===== config.mk =====
export PLATFORM = sky130hd
export DESIGN_NAME = ea_gen
export DESIGN_NICKNAME = d
export VERILOG_FILES = /design/src/rtl/ea_gen.sv
export SDC_FILE = /design/constraint.sdc
export NUM_CORES = 1
export LEC_CHECK = 0
export BUFFER_PORTS_ARGS = -buffer_cell sky130_fd_sc_hd__clkbuf_2
export CAP_MARGIN = 40
export CORE_MARGIN = 3
export CORE_UTILIZATION = 50
export DETAILED_ROUTE_END_ITERATION = 8
export PLACE_DENSITY = 0.9
export SYNTH_ARGS = -nofsm -noshare
export SYNTH_HDL_FRONTEND = slang
export SYNTH_SLANG_ARGS = --single-unit
export TNS_END_PERCENT = 10

===== constraint.sdc =====
create_clock -name clk -period 6.5 [get_ports clk]
set_input_delay 0.975 -clock clk [delete_from_list [all_inputs] [get_ports clk]]
set_output_delay 0.975 -clock clk [all_outputs]
set_load 0.1 [all_outputs]

===== src/rtl/ea_gen.sv =====
module ea_gen #(
  parameter int OFS_W = 16,
  parameter int SEG_SHIFT = 4
) (
  input  logic             clk,
  input  logic             rst_n,
  input  logic             req,
  input  logic [2:0]       mode,
  input  logic [1:0]       first_reg,
  input  logic [1:0]       second_reg,
  input  logic [OFS_W-1:0] first_val,
  input  logic [OFS_W-1:0] second_val,
  input  logic [OFS_W-1:0] disp,
  input  logic [1:0]       scale,
  input  logic             ovr_en,
  input  logic [1:0]       ovr_seg,
  input  logic [OFS_W-1:0] seg_es,
  input  logic [OFS_W-1:0] seg_cs,
  input  logic [OFS_W-1:0] seg_ss,
  input  logic [OFS_W-1:0] seg_ds,
  output logic             valid,
  output logic             err,
  output logic [1:0]       seg_id,
  output logic [OFS_W-1:0] offset,
  output logic [OFS_W+SEG_SHIFT-1:0] paddr
);
  localparam int PA_W = OFS_W + SEG_SHIFT;
  localparam logic [1:0] REG_BP = 2'd1;
  localparam logic [1:0] SEG_SS = 2'd2;
  localparam logic [1:0] SEG_DS = 2'd3;

  logic             use_first, use_second, use_disp, paired, illegal;
  logic [OFS_W-1:0] second_scaled, sum;
  logic [1:0]       seg_pick;
  logic [OFS_W-1:0] seg_val;
  logic [PA_W-1:0]  phys;

  assign use_first  = (mode != 3'd0);
  assign use_second = (mode == 3'd2) || (mode == 3'd4) || (mode == 3'd5);
  assign use_disp   = (mode == 3'd0) || (mode == 3'd3) || (mode == 3'd4) || (mode == 3'd5);
  assign paired     = (mode == 3'd2) || (mode == 3'd4);
  assign illegal    = (mode > 3'd5) || (paired && (first_reg[1] || !second_reg[1]));

  assign second_scaled = (mode == 3'd5) ? OFS_W'(second_val << scale) : second_val;

  assign sum = (use_first  ? first_val     : '0)
             + (use_second ? second_scaled : '0)
             + (use_disp   ? disp          : '0);

  assign seg_pick = ovr_en ? ovr_seg
                  : (use_first && first_reg == REG_BP) ? SEG_SS : SEG_DS;

  always_comb begin
    case (seg_pick)
      2'd0:    seg_val = seg_es;
      2'd1:    seg_val = seg_cs;
      2'd2:    seg_val = seg_ss;
      default: seg_val = seg_ds;
    endcase
  end

  assign phys = {seg_val, {SEG_SHIFT{1'b0}}} + PA_W'(sum);

  always_ff @(posedge clk) begin
    if (!rst_n) begin
      valid  <= 1'b0;
      err    <= 1'b0;
      seg_id <= '0;
      offset <= '0;
      paddr  <= '0;
    end else begin
      valid <= req && !illegal;
      err   <= req && illegal;
      if (req && !illegal) begin
        seg_id <= seg_pick;
        offset <= sum;
        paddr  <= phys;
      end
    end
  end
endmodule


==> flow_summary.toml, run 1 <==
[sta]
fmax_mhz = 170
tightest_slew_ps = 867
tns_ps = 0
whs_ps = 454
relSlewSlack = 0.421
finalSetupViolCount = 0
drv_slew = 0
finClkSkew_ps = 0
finalHoldViolations = 0
fin_crit_ps = 5870
timing.final.crit_share = 0.903
grt_setup_unrepaired = "no"

[finish]
fillCellCount = 672
area_delta_synth_final_pct = 24.3
finalInstanceArea_mm2 = 0.00519
diodes = 0
layout.nets = 857
layout-drive-gt1-share = 0.321
instances_no_fill = 791

[power]
power_per_cell_area_mw_per_mm2 = 293
leakage_nw = 2.59
p_total_mw = 1.52
peakVddDrop_mv = 0.107

[global_routing]
grt_pass1_wl_mm = 19.6
overflow = 0
grt_pass1_vias = 4350
antenna_found_initial = 0
grt_use_total = 0.246
grt_max_degree = 41

[worst_setup_path]
cp_max_fo = 7
path_cells = "clkbuf_2, nand2_1, or2_2, o31ai_1, nand2_1, fa_1, inv_1, ha_1, fa_1, a21oi_1, nor2b_1, nor2_1, xnor2_1, fa_1, a211oi_1, o21bai_1, a21oi_1, and3b_1, mux2i_1, a221oi_2, o211ai_1, a21boi_1, xnor2_1, a21oi_1"
crit-reg2reg-capture = "paddr[12]$_SDFFE_PN0P_"
startpoint_type = "input pin"
crit_slowest_cell = "fa_1"
r2r_slack_ps = 5750
cp_slowest_stage_delay_ps = 520
worstSetupPathType = "in -> reg"
r2r_start = "paddr[12]$_SDFFE_PN0P_"
end_kind = "flip-flop"
critPathArrivalTime_ps = 6040
critPathRequiredTime_ps = 6670
worstRegToRegCells = 3

[routing]
ant_nets = 0
vias = 4444
drt-total-wl_mm = 12.0
drc_errors = 0
first_pass_iters = 5
wl_per_cell_um = 15.2
avgViaCountPerCell = 5.62
drt_iter0_drc = 267

[placement]
dp_hpwl_mm = 10.1
portBuffers = 165
gp_congestion = 0.893
dp.cells = 783
dpl-instance-area_mm2 = 0.00508

[min_path]
min_to = "paddr[14]$_SDFFE_PN0P_"
hold_path_class = "reg -> reg"
worstHoldStart = "paddr[14]$_SDFFE_PN0P_"
whs_path_depth = 2

[die]
initial_utilization = 0.527
die_h_um = 97.4
die_x_um = 97.4
coreArea_mm2 = 0.00793
die-area_mm2 = 0.00949
ios = 167
placementRows = 32

[logic_synthesis]
synth_top_cell_area_share = 0.172
seq_area_frac_synth = 0.172
synth_area_leader_cell = "dfxtp_1"
yosysUniqueCellTypes = 62
synthTopCellsByCount = "nand2_1, a21oi_1, inv_1"
syn_nets = 706
async_reset_ff_frac = 0
synth_area_mm2 = 0.00418
synth.most_common_cell = "nand2_1"
synth_area_leaders = "dfxtp_1, nand2_1, mux4_2"
netlist_instances = 537
syn_area_per_cell_um2 = 7.78
synth_seq_cells = 36
synth_edf_count = 0
synth-main-ff-cell = "dfxtp_1"
yosys_warnings = 0

[flow_run]
drv_cap = 0

[cts]
clk_pin_slew_ps = 70
clk_path_buf_depth = 2
clk_latency_ps = 290
post_cts_buffers = 0
ctsHtreeMaxLevel = 2
ctsHoldBuffers = 0
cts_tree = "done"
cts.repair.resized = 0
clockRootBuffer = "clkbuf_8"
cts-buffers-inserted = 5
cts.sinks = 36

[run_status]
status = "finished clean"
-- layout make-up --
cell class,instances,area [µm²],share of cell area
timing repair buffer,174,913,0.176
clock buffer,6,72.6,0.0140
multi-input combinational,431,3170,0.611
clock inverter,2,35.0,0.00675
inverter,40,150,0.0289
sequential,36,721,0.139
tap,102,128,0.0246
-- state kept, by name, summed over array words and instances, names as in the netlist --
| signal | count |
|---|---|
| paddr | 16 |
| valid | 1 |
| seg_id | 2 |
| err | 1 |
| offset | 16 |
-- power by group --
group / internal (mW) / total, mW / leakage, nW / switching, mW
clock network: 0.114 / 0.191 / 0.0552 / 0.0778
registers: 0.256 / 0.275 / 0.296 / 0.0193
logic: 0.345 / 1.05 / 2.24 / 0.707
-- critical path: cells and delay by family --
kind            cells  cell delay (ps)
fa+ha+maj           4             1640
compound gates      9             1780
mux                 1              220
buf+inv             2              190
xor+xnor            2              330
simple gates        6              900
-- worst max-delay path by stage --
stage	startpoint	end	depth (start not counted)
6_report	mode[2]	paddr[18]$_SDFFE_PN0P_	24
5_1_grt	mode[2]	paddr[15]$_SDFFE_PN0P_	24
4_1_cts	mode[2]	paddr[18]$_SDFFE_PN0P_	24
3_5_place_dp	mode[2]	paddr[18]$_SDFFE_PN0P_	24
3_3_place_gp	mode[2]	paddr[18]$_SDFFE_PN0P_	24
2_1_floorplan	scale[0]	paddr[18]$_SDFFE_PN0P_	24
-- kinds of logic (layout without fill, tap and decap cells) --
family | after synthesis | in the layout | share of synthesized area
simple gates | 209 | 209 | 0.219
compound gates | 121 | 121 | 0.191
buf+inv | 70 | 222 | 0.0689
mux | 29 | 29 | 0.127
flops | 36 | 36 | 0.172
fa+ha+maj | 43 | 43 | 0.159
xor+xnor | 29 | 29 | 0.0626
-- per-layer routing --
metal	share of wire	up-vias	GRT usage
met5	0	-	0
met4	0.038	0	0.113
met3	0.088	30	0.0416
met2	0.48	223	0.418
met1	0.40	2046	0.305
li1	-	2145	-
-- stage by stage --
stage | util | setup slack (ps)
detailed placement | 0.641 | 352
finish | 0.655 | 631
global placement | 0.638 | 488
global route | 0.655 | 203
floorplan | - | 510
CTS | 0.655 | 657
-- cells in the final DEF (no fill, tap or decap), types with 3 or more instances in the layout --
cell type | netlist | layout
dfxtp_1 | 36 | 36
nor2_1 | 35 | 34
ha_1 | 25 | 25
a21oi_1 | 48 | 48
nand3b_1 | 4 | 4
mux2i_1 | 6 | 6
nor3_1 | 6 | 6
xor2_1 | 10 | 10
a211oi_1 | 11 | 11
o22ai_1 | 3 | 3
buf_4 | 4 | 8
o211ai_1 | 8 | 8
nand3_1 | 4 | 4
o211ai_2 | 3 | 3
or3_1 | 3 | 3
nand2_1 | 129 | 129
nor3b_1 | 3 | 3
o21a_1 | 3 | 3
o21ai_0 | 18 | 18
mux4_2 | 16 | 16
clkbuf_2 | 0 | 165
and2_1 | 6 | 6
o21ai_1 | 3 | 3
or2_2 | 3 | 3
clkbuf_8 | 0 | 5
fa_1 | 17 | 17
nor2b_1 | 6 | 6
inv_1 | 40 | 40
xnor2_1 | 18 | 18
mux2_2 | 4 | 4
a21o_1 | 3 | 3
Note: power is estimated with default switching activity, not from simulation.
==> run 2, diff against run 1 <==
==> config.mk (replaced) <==
export PLATFORM = sky130hd
export DESIGN_NAME = ea_gen
export DESIGN_NICKNAME = d
export VERILOG_FILES = /design/src/rtl/ea_gen.sv
export SDC_FILE = /design/constraint.sdc
export NUM_CORES = 1
export LEC_CHECK = 0
export CAP_MARGIN = 40
export CORE_MARGIN = 3
export CORE_UTILIZATION = 54
export DETAILED_ROUTE_END_ITERATION = 8
export DONT_BUFFER_PORTS = 1
export PLACE_DENSITY = 0.77
export SYNTH_ARGS = -nofsm -noshare
export SYNTH_HDL_FRONTEND = slang
export SYNTH_SLANG_ARGS = --single-unit
export TNS_END_PERCENT = 10
==> constraint.sdc (replaced) <==
create_clock -name clk -period 6.5 [get_ports clk]
set_input_delay 1.3 -clock clk [delete_from_list [all_inputs] [get_ports clk]]
set_output_delay 1.3 -clock clk [all_outputs]
set_load 0.1 [all_outputs]
==> flow_summary.toml, run 2 (synthesis results as in run 1) <==
[finish]
layout-drive-gt1-share = 0.173
area_delta_synth_final_pct = 20.5
instances_no_fill = 660
final_common_cell = "nand2_1"
diodes = 0
layout.nets = 729
layout_common_cells = "nand2_1, a21oi_1, inv_1"
reg_top3 = "offset (16), paddr (16), seg_id (2)"
finalInstanceArea_mm2 = 0.00503
post-route-util = 0.683

[routing]
wl_per_cell_um = 18.1
first_pass_iters = 5
drc_errors = 0
drt_iter0_drc = 202
avgViaCountPerCell = 5.98
vias = 3947
ant_nets = 0
drt-total-wl_mm = 12.0

[sta]
fmax_mhz = 164
timing.final.crit_share = 0.941
tightest_slew_ps = 789
relSlewSlack = 0.474
layout_setup_ws_ps = 385
finalSetupViolCount = 0
finClkSkew_ps = 0
drv_slew = 0
finalHoldViolations = 0
tns_ps = 0
whs_ps = 484
grt_setup_unrepaired = "no"
fin_crit_ps = 6110

[placement]
gp_congestion = 0.887
dp_slack_ps = 153
portBuffers = 0
dp_hpwl_mm = 9.95
dpl-instance-area_mm2 = 0.00494
dp.cells = 652

[flow_run]
drv_cap = 0

[global_routing]
grt_util_met3 = 0.0593
grt.busiest_layer = "met2"
overflow = 0
antenna_found_initial = 0
grt_pass1_vias = 4035
grt_max_degree = 27
grt_use_total = 0.273
grt_use_met1 = 0.330
grt_pass1_wl_mm = 19.2
use_met2 = 0.488

[cts]
clk_path_buf_depth = 2
clockRootBuffer = "clkbuf_8"
ctsHtreeMaxLevel = 2
ctsHoldBuffers = 0
cts_tree = "done"
post_cts_buffers = 0
clk_latency_ps = 290
cts.repair.resized = 0
cts-buffers-inserted = 5
clk_pin_slew_ps = 70
cts.sinks = 36

[power]
switchingPower_mw = 0.814
power_frac_clock = 0.106
p_int_mw = 0.751
p_total_mw = 1.56
peakVddDrop_mv = 0.121
p_seq_frac = 0.201
combPwrFrac = 0.693
leakage_nw = 2.20
power_per_cell_area_mw_per_mm2 = 311
switching_share = 0.520

[worst_setup_path]
crit_slowest_cell = "fa_1"
crit_path_start = "mode[2]"
worstSetupPathType = "in -> reg"
cp_slowest_stage_delay_ps = 510
end_kind = "flip-flop"
path_cells = "nand2_1, or2_2, o31ai_1, nand2_1, fa_1, inv_1, ha_1, fa_1, a21oi_1, nor2b_1, nor2_1, xnor2_1, fa_1, a211oi_1, o21bai_1, a21oi_1, and3b_1, mux2i_1, a221oi_2, o211ai_1, a21boi_1, xnor2_1, a21oi_1"
worstRegToRegCells = 2
startpoint_type = "input pin"
critPathArrivalTime_ps = 6260
cp_max_fo = 7
r2r_slack_ps = 5340
critPathRequiredTime_ps = 6650
r2r_start = "offset[3]$_SDFFE_PN0P_"
crit_path_end = "paddr[18]$_SDFFE_PN0P_"
crit-reg2reg-capture = "offset[3]$_SDFFE_PN0P_"

[min_path]
hold_path_class = "reg -> reg"
worstHoldStart = "paddr[4]$_SDFFE_PN0P_"

[die]
coreArea_mm2 = 0.00737
ios = 167
die_h_um = 94.0
die-area_mm2 = 0.00883
die_x_um = 94.0
placementRows = 31
initial_utilization = 0.567

[run_status]
status = "finished clean"
## run 2: power groups by stage
stage	registers, mW	clock network [mW]	logic [mW]
CTS	0.314	0.166	1.08
floorplan	0.527	0	0.577
finish	0.314	0.166	1.08
global route	0.316	0.176	1.17
global placement	0.555	0	0.654
detailed placement	0.319	0	1.07
## run 2: critical path: cells and delay by family
kind / cells / cell delay, ps
AOI/OAI and AO/OA: 9 / 1810
muxes: 1 / 230
xor gates and xnor gates: 2 / 330
adders and majority gates: 4 / 1650
and+or+nand+nor: 6 / 900
buffers and inverters: 1 / 40
## run 2: layer usage
layer	share of wire	vias up	routed length (µm)
li1	-	1886	-
met1	0.40	1837	4730
met2	0.50	201	5980
met3	0.087	23	1050
met4	0.017	0	198
met5	0	-	0
## run 2: cell type report
class                           instances  area [µm²]
Inverter                               40         150
Clock inverter                          1        7.51
Tap cell                               99         124
Clock buffer                            7        86.3
Sequential cell                        36         726
Fill cell                             583        2330
Multi-Input combinational cell        431        3170
Timing Repair Buffer                   46         768
## run 2: worst min-delay path by stage
| stage | to | cells after the start | slack, ps |
|---|---|---|---|
| after floorplan | paddr[7]$_SDFFE_PN0P_ | 2 | 880 |
| after global placement | seg_id[0]$_SDFFE_PN0P_ | 2 | 920 |
| after detailed placement | offset[5]$_SDFFE_PN0P_ | 2 | 470 |
| after CTS | paddr[4]$_SDFFE_PN0P_ | 2 | 480 |
| after global routing | offset[5]$_SDFFE_PN0P_ | 2 | 520 |
| final | paddr[4]$_SDFFE_PN0P_ | 2 | 480 |
